[src/rtl/lt_pkg.sv]
package lt_pkg;
  localparam int WORD_W     = 16;
  localparam int INIT_BIT   = 12;
  localparam int PRESET_BIT = 13;
  localparam int READY_BIT  = 15;
  localparam int NUM_TAPS   = 3;

  typedef enum logic [1:0] {
    REQ_HOLD = 2'b00,
    REQ_INC  = 2'b01,
    REQ_DEC  = 2'b10,
    REQ_RSVD = 2'b11
  } req_e;

  typedef enum logic [1:0] {
    STS_NONE = 2'b00,
    STS_MIN  = 2'b01,
    STS_UPD  = 2'b10,
    STS_MAX  = 2'b11
  } sts_e;

  // reserved code folds onto hold
  function automatic req_e req_decode(input logic [1:0] f);
    return (f == 2'b11) ? REQ_HOLD : req_e'(f);
  endfunction
endpackage

[src/rtl/lt_upd_src.sv]
module lt_upd_src
  import lt_pkg::*;
(
  input  logic              clk_i,
  input  logic              rst_ni,
  input  logic              train_en_i,
  input  logic [WORD_W-1:0] rx_upd_i,
  input  logic              rx_ready_i,
  input  logic              host_we_i,
  input  logic [WORD_W-1:0] host_upd_i,
  output logic [WORD_W-1:0] upd_o,
  output logic              ready_o
);
  logic [WORD_W-1:0] upd_q;
  logic              rdy_q;

  always_ff @(posedge clk_i or negedge rst_ni) begin
    if (!rst_ni) begin
      upd_q <= '0;
      rdy_q <= 1'b0;
    end else begin
      rdy_q <= rx_ready_i;
      if (train_en_i)     upd_q <= rx_upd_i;
      else if (host_we_i) upd_q <= host_upd_i;
    end
  end

  assign upd_o   = upd_q;
  assign ready_o = rdy_q;

  a_r10_rx_capture: assert property (@(posedge clk_i) disable iff (!rst_ni)
    train_en_i |=> (upd_q == $past(rx_upd_i)));
  a_r10_host_load: assert property (@(posedge clk_i) disable iff (!rst_ni)
    (!train_en_i && host_we_i) |=> (upd_q == $past(host_upd_i)));
  a_r10_frozen: assert property (@(posedge clk_i) disable iff (!rst_ni)
    (!train_en_i && !host_we_i) |=> $stable(upd_q));
endmodule

[src/rtl/lt_tap_unit.sv]
module lt_tap_unit
  import lt_pkg::*;
#(
  parameter int W        = 5,
  parameter int MIN_V    = 0,
  parameter int MAX_V    = 15,
  parameter int INIT_V   = 4,
  parameter int PRESET_V = 0
) (
  input  logic         clk_i,
  input  logic         rst_ni,
  input  logic [1:0]   req_i,
  input  logic         init_i,
  input  logic         preset_i,
  output logic [W-1:0] tap_o,
  output logic [1:0]   sts_o
);
  localparam logic [W-1:0] LO  = W'(MIN_V);
  localparam logic [W-1:0] HI  = W'(MAX_V);
  localparam logic [W-1:0] INI = W'(INIT_V);
  localparam logic [W-1:0] FLT = W'(PRESET_V);

  req_e         req_c, prev_q;
  sts_e         sts_q;
  logic [W-1:0] tap_q;
  logic         step;
  logic         force_c;

  assign req_c   = req_decode(req_i);
  assign step    = (prev_q == REQ_HOLD) && (req_c != REQ_HOLD);
  assign force_c = init_i || preset_i;

  always_ff @(posedge clk_i or negedge rst_ni) begin
    if (!rst_ni) begin
      tap_q  <= INI;
      sts_q  <= STS_NONE;
      prev_q <= REQ_HOLD;
    end else begin
      prev_q <= req_c;
      if (preset_i) begin
        tap_q <= FLT;
        sts_q <= STS_NONE;
      end else if (init_i) begin
        tap_q <= INI;
        sts_q <= STS_NONE;
      end else if (step) begin
        if (req_c == REQ_INC) begin
          if (tap_q >= HI) sts_q <= STS_MAX;
          else begin
            tap_q <= tap_q + 1'b1;
            sts_q <= STS_UPD;
          end
        end else begin
          if (tap_q <= LO) sts_q <= STS_MIN;
          else begin
            tap_q <= tap_q - 1'b1;
            sts_q <= STS_UPD;
          end
        end
      end else if (req_c == REQ_HOLD) begin
        sts_q <= STS_NONE;
      end
    end
  end

  assign tap_o = tap_q;
  assign sts_o = sts_q;

  a_r2_single_step: assert property (@(posedge clk_i) disable iff (!rst_ni)
    !force_c |=> (tap_q == $past(tap_q) || tap_q == W'($past(tap_q) + 1'b1)
                  || tap_q == W'($past(tap_q) - 1'b1)));
  a_r3_no_repeat: assert property (@(posedge clk_i) disable iff (!rst_ni)
    (!force_c && !step) |=> $stable(tap_q));
  a_r3_hold_clears: assert property (@(posedge clk_i) disable iff (!rst_ni)
    (!force_c && req_c == REQ_HOLD) |=> (sts_q == STS_NONE));
  a_r4_max_sat: assert property (@(posedge clk_i) disable iff (!rst_ni)
    (!force_c && step && req_c == REQ_INC && tap_q == HI)
      |=> (sts_q == STS_MAX && $stable(tap_q)));
  a_r5_min_sat: assert property (@(posedge clk_i) disable iff (!rst_ni)
    (!force_c && step && req_c == REQ_DEC && tap_q == LO)
      |=> (sts_q == STS_MIN && $stable(tap_q)));
  a_r7_init_load: assert property (@(posedge clk_i) disable iff (!rst_ni)
    (init_i && !preset_i) |=> (tap_q == INI && sts_q == STS_NONE));
  a_r1_in_range: assert property (@(posedge clk_i) disable iff (!rst_ni)
    (tap_q >= LO && tap_q <= HI));
endmodule

[src/rtl/lt_coef_responder.sv]
module lt_coef_responder
  import lt_pkg::*;
#(
  parameter int PRE_W       = 5,
  parameter int PRE_MIN     = 0,
  parameter int PRE_MAX     = 7,
  parameter int PRE_INIT    = 2,
  parameter int MAIN_W      = 6,
  parameter int MAIN_MIN    = 16,
  parameter int MAIN_MAX    = 47,
  parameter int MAIN_INIT   = 40,
  parameter int MAIN_PRESET = 47,
  parameter int POST_W      = 5,
  parameter int POST_MIN    = 0,
  parameter int POST_MAX    = 15,
  parameter int POST_INIT   = 4
) (
  input  logic              clk_i,
  input  logic              rst_ni,
  input  logic              train_en_i,
  input  logic [WORD_W-1:0] rx_upd_i,
  input  logic              rx_ready_i,
  input  logic              host_we_i,
  input  logic [WORD_W-1:0] host_upd_i,
  output logic [WORD_W-1:0] upd_word_o,
  output logic [PRE_W-1:0]  pre_tap_o,
  output logic [MAIN_W-1:0] main_tap_o,
  output logic [POST_W-1:0] post_tap_o,
  output logic [WORD_W-1:0] status_o
);
  localparam int STS_W = 2 * NUM_TAPS;
  localparam int PAD_W = READY_BIT - STS_W;

  logic [WORD_W-1:0] upd_q;
  logic              rdy_s1, rdy_q;
  logic [1:0]        pre_sts, main_sts, post_sts;
  logic              init_c, preset_c;

  lt_upd_src u_src (
    .clk_i     (clk_i),
    .rst_ni    (rst_ni),
    .train_en_i(train_en_i),
    .rx_upd_i  (rx_upd_i),
    .rx_ready_i(rx_ready_i),
    .host_we_i (host_we_i),
    .host_upd_i(host_upd_i),
    .upd_o     (upd_q),
    .ready_o   (rdy_s1)
  );

  assign init_c   = upd_q[INIT_BIT];
  assign preset_c = upd_q[PRESET_BIT];

  lt_tap_unit #(.W(PRE_W), .MIN_V(PRE_MIN), .MAX_V(PRE_MAX),
                .INIT_V(PRE_INIT), .PRESET_V(0)) u_pre (
    .clk_i(clk_i), .rst_ni(rst_ni), .req_i(upd_q[1:0]),
    .init_i(init_c), .preset_i(preset_c),
    .tap_o(pre_tap_o), .sts_o(pre_sts));

  lt_tap_unit #(.W(MAIN_W), .MIN_V(MAIN_MIN), .MAX_V(MAIN_MAX),
                .INIT_V(MAIN_INIT), .PRESET_V(MAIN_PRESET)) u_main (
    .clk_i(clk_i), .rst_ni(rst_ni), .req_i(upd_q[3:2]),
    .init_i(init_c), .preset_i(preset_c),
    .tap_o(main_tap_o), .sts_o(main_sts));

  lt_tap_unit #(.W(POST_W), .MIN_V(POST_MIN), .MAX_V(POST_MAX),
                .INIT_V(POST_INIT), .PRESET_V(0)) u_post (
    .clk_i(clk_i), .rst_ni(rst_ni), .req_i(upd_q[5:4]),
    .init_i(init_c), .preset_i(preset_c),
    .tap_o(post_tap_o), .sts_o(post_sts));

  // second stage aligns ready with the tap results
  always_ff @(posedge clk_i or negedge rst_ni) begin
    if (!rst_ni) rdy_q <= 1'b0;
    else         rdy_q <= rdy_s1;
  end

  assign upd_word_o = upd_q;
  assign status_o   = {rdy_q, {PAD_W{1'b0}}, post_sts, main_sts, pre_sts};

  a_r8_preset_wins: assert property (@(posedge clk_i) disable iff (!rst_ni)
    preset_c |=> (pre_tap_o == '0 && post_tap_o == '0
                  && main_tap_o == MAIN_W'(MAIN_PRESET) && status_o[STS_W-1:0] == '0));
  a_r9_ready_delay: assert property (@(posedge clk_i) disable iff (!rst_ni)
    1'b1 |=> (status_o[READY_BIT] == $past(rdy_s1)));
endmodule

[config.mk]
export PLATFORM = sky130hd
export DESIGN_NAME = lt_coef_responder
export DESIGN_NICKNAME = d
export VERILOG_FILES = /design/src/rtl/lt_pkg.sv /design/src/rtl/lt_upd_src.sv /design/src/rtl/lt_tap_unit.sv /design/src/rtl/lt_coef_responder.sv
export SDC_FILE = /design/constraint.sdc
export NUM_CORES = 1
export LEC_CHECK = 0
export BUFFER_PORTS_ARGS = -buffer_cell sky130_fd_sc_hd__buf_4
export CORE_UTILIZATION = 50
export CTS_CLUSTER_SIZE = 10
export DETAILED_ROUTE_END_ITERATION = 10
export PLACE_DENSITY = 0.82
export SLEW_MARGIN = 30
export SYNTH_ARGS = -nofsm -noshare
export SYNTH_HDL_FRONTEND = slang
export SYNTH_HIERARCHICAL = 1
export SYNTH_SLANG_ARGS = --single-unit
export TNS_END_PERCENT = 5
[constraint.sdc]
create_clock -name clk_i -period 2.8 [get_ports clk_i]
set_input_delay 0.56 -clock clk_i [delete_from_list [all_inputs] [get_ports clk_i]]
set_output_delay 0.56 -clock clk_i [all_outputs]
set_load 0.005 [all_outputs]
Word-level counts from Yosys, hierarchy flattened
Cells that the tools add are included.
{ "classes": {"reduce_logical": 22, "mux": 44, "n_addsub": 6, "n_eq_ne": 12, "n_lt_le_gt_ge": 6} }
{ "ops": {"columns": ["op", "count"], "rows": [
  ["$mux W5", 12],
  ["$mux W2", 21],
  ["$mux W6", 6],
  ["$mux W16", 2],
  ["$logic_not A2 Y1", 6],
  ["$ne A4 B3 Y1 const B", 3],
  ["$ne A4 B4 Y1 const B", 3],
  ["$reduce_bool A4 Y1", 3],
  ["$add A5 B1 Y5 const B", 2],
  ["$le A5 B1 Y1 const B", 2],
  ["$sub A5 B1 Y5 const B", 2],
  ["$reduce_and A3 Y1", 3],
  ["$reduce_bool A3 Y1", 3],
  ["$reduce_bool A2 Y1", 4],
  ["$add A6 B1 Y6 const B", 1],
  ["$eq A2 B1 Y1 const B", 3],
  ["$eq A2 B2 Y1 const B", 3],
  ["$ge A6 B6 Y1 const B", 1],
  ["$le A6 B5 Y1 const B", 1],
  ["$sub A6 B1 Y6 const B", 1],
  ["$ge A5 B3 Y1 const B", 1],
  ["$ge A5 B4 Y1 const B", 1],
  ["$logic_and A1 B1 Y1", 3],
  ["$mux W1", 3]
]} }
{ "totals": {"elab_cells": 102, "output_inout_bits": 48, "register_bits": 46, "inputBits": 37} }

Depth between registers and ports, before layout
{ "logic_depth": {"word_depth": 7, "depth_mapped": 9, "depth_no_buf": 9} }

Cells and area by module
Netlist, hierarchy kept.
{ "modules_own_cells": {"columns": ["mod", "area_per_inst_um2", "n_inst", "seq_area_each_um2", "cells_per_inst"], "rows": [
  ["lt_upd_src", 769.5, 1, 425.4, 70],
  ["lt_tap_unit (u_main)", 684.4, 1, 252.7, 69],
  ["lt_tap_unit (u_pre)", 571.8, 1, 226.5, 59],
  ["lt_tap_unit (u_post)", 570.5, 1, 226.5, 56],
  ["lt_coef_responder", 103.8, 1, 25.0, 12]
]} }

Worst setup path after synthesis
OpenSTA, ideal clock, no wires.
{ "synth_path": {"path_kind": "reg-to-reg", "start": "reg u_src.upd_q[2], in the netlist u_src/upd_o[2]", "end": "reg u_main.tap_q[5], in the netlist u_main/tap_o[5]", "required_time_ns": 2.717, "stages_incl_launch_ff": 9, "synth_period_minus_slack_ns": 2.106, "path_buffers": 0, "setup_ns": 0.083, "setup_slack_ns": 0.694, "arrival_ns": 2.023, "cell_sequence": "dfrtp_1 > ha_1 > inv_1 > ha_1 > a211o_1 > a21oi_1 > mux2i_1 > and4_1 > o21ai_1"} }
{ "synth_between": {"elab_chain_cells": 7, "elab_cells_between_ends": 13, "cone_classes": "eq/ne: 4; mux: 5; reduce/logical: 4"} }
{ "synth_lines": {"columns": ["element", "line", "source"], "rows": [
  ["start: declaration", "lt_upd_src.sv:14", "logic [WORD_W-1:0] upd_q;"],
  ["start signal: assignment", "lt_upd_src.sv:23", "if (train_en_i) upd_q <= rx_upd_i;"],
  ["start signal: assignment", "lt_upd_src.sv:24", "else if (host_we_i) upd_q <= host_upd_i;"],
  ["$eq A2 B2 Y1", "lt_pkg.sv:24", "return (f == 2'b11) ? REQ_HOLD : req_e'(f);"],
  ["$mux W2 *", "lt_pkg.sv:24", null],
  ["via u_main.req_c[0]", "lt_tap_unit.sv:23", "req_e req_c, prev_q;"],
  ["$eq A2 B1 Y1", "lt_tap_unit.sv:47", "if (req_c == REQ_INC) begin"],
  ["$mux W6", "lt_tap_unit.sv:47", null],
  ["$mux W6", "lt_tap_unit.sv:46", "end else if (step) begin"],
  ["$mux W6", "lt_tap_unit.sv:43", "end else if (init_i) begin"],
  ["$mux W6", "lt_tap_unit.sv:40", "if (preset_i) begin"],
  ["end signal: assignment", "lt_tap_unit.sv:50", "tap_q <= tap_q + 1'b1;"],
  ["end signal: assignment", "lt_tap_unit.sv:56", "tap_q <= tap_q - 1'b1;"],
  ["end: declaration", "lt_tap_unit.sv:25", "logic [W-1:0] tap_q;"]
]} }
The timed path passes the listed nets; every way through them passes the cells marked *. The select of a mux whose other input is x is not followed.
A chain may end at the register's enable or synchronous reset.

Worst setup path after layout
{ "layout_path": {"start": "reg u_src.upd_q[3], in the netlist u_src/upd_o[3]", "end": "reg u_main.tap_q[5], in the netlist u_main/tap_o[5]"} }
{ "layout_between": {"elab_chain_cells": 7, "elab_cells_between_ends": 13, "cone_classes": "eq/ne: 4; mux: 5; reduce/logical: 4"} }
{ "layout_lines": {"columns": ["element", "line"], "rows": [
  ["$eq A2 B2 Y1 *", "lt_pkg.sv:24"],
  ["$mux W2 *", "lt_pkg.sv:24"],
  ["via u_main.req_c[0]", "lt_tap_unit.sv:23"],
  ["$eq A2 B1 Y1", "lt_tap_unit.sv:47"],
  ["$mux W6", "lt_tap_unit.sv:47"],
  ["$mux W6", "lt_tap_unit.sv:46"],
  ["$mux W6", "lt_tap_unit.sv:43"],
  ["$mux W6", "lt_tap_unit.sv:40"]
]} }
Marks and branches as above.

==> impl_metrics.py <==
metrics = {
    "cells_and_area": {
        "finalNetCount": 397,
        "drive_gt1_share_pct": 27.9,
        "antenna_cells": 0,
        "area_delta_synth_final_pct": 24.7,
        "fin_area_mm2": 0.00337,
        "final_cells": 411,
    },
    "worst_setup_path": {
        "crit_fanout": 9,
        "r2r_start": "u_src/upd_o[3]$_DFFE_PN0P_",
        "path_cells": "inv_1 > ha_1 > inv_1 > ha_1 > a211o_1 > a21oi_1 > mux2i_1 > and4_1 > o21ai_1",
        "r2r-end": "u_main/tap_o[5]$_DFFE_PN1P_",
        "worst-path-buf-inv": 2,
        "path_delay_family": "adder cells",
        "worstSetupEndpointType": "flop",
        "crit_slowest_cell": "dfrtp_1",
        "slowest_delay_ps": 410,
        "required_ps": 3030,
        "crit_arrival_ps": 2560,
        "start_kind": "flop",
        "rr_worst_depth": 9,
        "criticalPathCategory": "flop to flop",
        "r2r_setup_slack_ps": 460,
    },
    "drt": {
        "via_per_inst": 5.47,
        "vias": 2250,
        "wl_per_cell_um": 14.4,
        "first_pass_iters": 4,
        "drt_wl_total_mm": 5.93,
        "route.detailed.drc": 0,
        "drtIter0Drc": 85,
        "ant_nets": 0,
    },
    "die": {
        "rows": 26,
        "die_w_um": 75.5,
        "initial_core_util_pct": 52.5,
        "dieArea_mm2": 0.00570,
        "dieHeight_um": 75.5,
        "core-area_mm2": 0.00514,
        "ioPinCount": 85,
    },
    "yosys": {
        "syn_avg_cell_area_um2": 10.2,
        "yosysMostFrequentCell": "dfrtp_1",
        "synth_area_mm2": 0.00270,
        "synth_top_cells_by_area": "dfrtp_1 (39%), ha_1 (7.9%), mux2i_1 (7.8%), dfstp_2 (3.9%), a21oi_1 (3.2%)",
        "synth_flop_cell": "dfrtp_1",
        "synth_cells": 266,
        "synthArstFlopShare_pct": 100,
        "ys_seq_area_share_pct": 42.8,
        "synth_top_area_share_pct": 38.9,
        "yosys_warnings": 6,
        "synth_common_cells": "dfrtp_1 (42), mux2i_1 (21), nand2_1 (19)",
        "ys_ff_latch": 46,
        "synth_enable_flop_cells": 0,
        "synth_top_area_cell": "dfrtp_1",
        "ys_types": 51,
    },
    "sta": {
        "maxSlewViolCount": 0,
        "worst_pin_slew_ps": 568,
        "fin_setup_tns_ps": 0,
        "skew_ps": 8.79,
        "rsz0062_at_grt": "no",
        "min_period_over_period_pct": 83.5,
        "fmax_mhz": 428,
        "relSlewSlack_pct": 61.9,
        "finalHoldViolations": 0,
        "finalCriticalPeriod_ps": 2340,
        "setup_viol": 0,
    },
    "power": {
        "powerDensity_mw_per_mm2": 602,
        "p_total_mw": 2.03,
        "leakage_nw": 1.65,
        "ir_drop_uv": 354,
    },
    "placement": {
        "gp_congestion": 0.881,
        "place_inst": 403,
        "place_area_mm2": 0.00326,
        "numPortBuffers": 75,
        "dp_hpwl_mm": 4.32,
    },
    "global_route": {
        "grt_pass1_vias": 2151,
        "antenna_found_initial": 0,
        "grt_pass1_wl_mm": 9.65,
        "grt_overflow_total": 0,
        "track_usage_pct": 22.7,
        "grt_max_degree": 47,
    },
    "clocking": {
        "cts_setup_buffers": 0,
        "cts_root_buf": "clkbuf_8",
        "post_cts_resize_count": 0,
        "path_clk_slew_ps": 90,
        "clk_latency_ps": 300,
        "cts_made_buffers": 5,
        "h-tree-depth": 2,
        "clock-sinks": 46,
        "cts_tree": "yes",
        "holdBufCountCts": 0,
        "max-clock-path-buffers": 2,
    },
    "run_status": {
        "status": "finished clean",
    },
    "flow_run": {
        "drv_cap": 0,
    },
    "hold_path": {
        "hold_path.class": "input port to asynchronous set/reset pin",
    },
}
==> logic make-up (layout without fill, tap and decap cells) <==
logic type | after synthesis | in the layout | share of synthesized area, %
AND/OR/NAND/NOR | 72 | 72 | 14.0
AO/OA/AOI/OAI | 70 | 70 | 16.6
adder cells (fa/ha/maj) | 20 | 20 | 10.1
other | 1 | 9 | 0.139
XOR/XNOR | 5 | 5 | 1.62
flip-flops | 46 | 46 | 42.8
multiplexers | 22 | 22 | 8.20
buffers and inverters | 30 | 97 | 6.49
==> metrics by stage <==
| step | hold WS (ps) | setup WS, ps | util [%] |
|---|---|---|---|
| finish | 260 | 462 | 65.5 |
| global route | 297 | 307 | 65.5 |
| CTS | 266 | 499 | 65.5 |
| detailed placement | 346 | 513 | 63.4 |
| global placement | 333 | 611 | 63.4 |
| floorplan | 264 | 694 | - |
==> registers in the layout, summed over array words and instances, names as in the netlist <==
name,count
u_post/prev_q,2
u_main/prev_q,2
u_post/tap_o,5
u_src/ready_o,1
u_main/tap_o,6
u_pre/tap_o,5
rdy_q,1
u_pre/sts_o,2
u_post/sts_o,2
u_main/sts_o,2
u_pre/prev_q,2
u_src/upd_o,16
==> how the worst max path moves through the flow <==
stage | end | slack [ps] | cells past startpoint | start
finish | u_main/tap_o[5]$_DFFE_PN1P_ | 460 | 9 | u_src/upd_o[3]$_DFFE_PN0P_
global placement | u_main/tap_o[5]$_DFFE_PN1P_ | 610 | 9 | u_src/upd_o[3]$_DFFE_PN0P_
detailed placement | u_main/tap_o[5]$_DFFE_PN1P_ | 510 | 9 | u_src/upd_o[3]$_DFFE_PN0P_
global route | u_main/tap_o[5]$_DFFE_PN1P_ | 310 | 9 | u_src/upd_o[3]$_DFFE_PN0P_
floorplan | u_main/tap_o[5]$_DFFE_PN1P_ | 690 | 8 | u_src/upd_o[2]$_DFFE_PN0P_
CTS | u_main/tap_o[5]$_DFFE_PN1P_ | 500 | 9 | u_src/upd_o[3]$_DFFE_PN0P_
==> power breakdown <==
group          total (mW)  internal (mW)  switching (mW)
Sequential          0.842          0.745          0.0963
Combinational       0.697          0.346           0.351
Clock               0.489          0.266           0.223
==> routing by layer <==
layer,GRT usage (%),wire length [µm],share of wire [%],vias to the layer above
li1,-,-,-,1098
met1,28.3,2570,43,1066
met2,38.3,2950,50,78
met3,6.35,334,5.6,8
met4,7.61,68,1.1,0
met5,0,0,0,-
==> worst reg2reg max path: cells and delay by family, from the launching register on <==
family | cells | cell delay [ps]
buf+inv | 2 | 260
mux | 1 | 240
compound gates | 3 | 570
simple gates | 1 | 220
fa+ha+maj | 2 | 570
flops | 1 | 410
==> cell usage in the layout, fill, tap and decap left out, types with 7 or more instances in the layout <==
| cell type | n |
|---|---|
| nand2_1 | 19 |
| mux2i_1 | 21 |
| ha_1 | 17 |
| nor3_1 | 9 |
| buf_4 | 75 |
| nand3_1 | 7 |
| o21ai_0 | 12 |
| nor2_1 | 14 |
| conb_1 | 9 |
| dfrtp_1 | 42 |
| inv_1 | 14 |
| o21ai_1 | 13 |
| a21oi_1 | 17 |
==> cell type report <==
type | count | area, µm²
multi-input combinational | 198 | 1400
sequential | 46 | 1160
clock buffer | 6 | 72.6
clock inverter | 2 | 37.5
fill | 450 | 1770
tap | 70 | 87.6
inverter | 14 | 52.6
timing repair buffer | 75 | 563
Power figures use the tool's default switching activity.
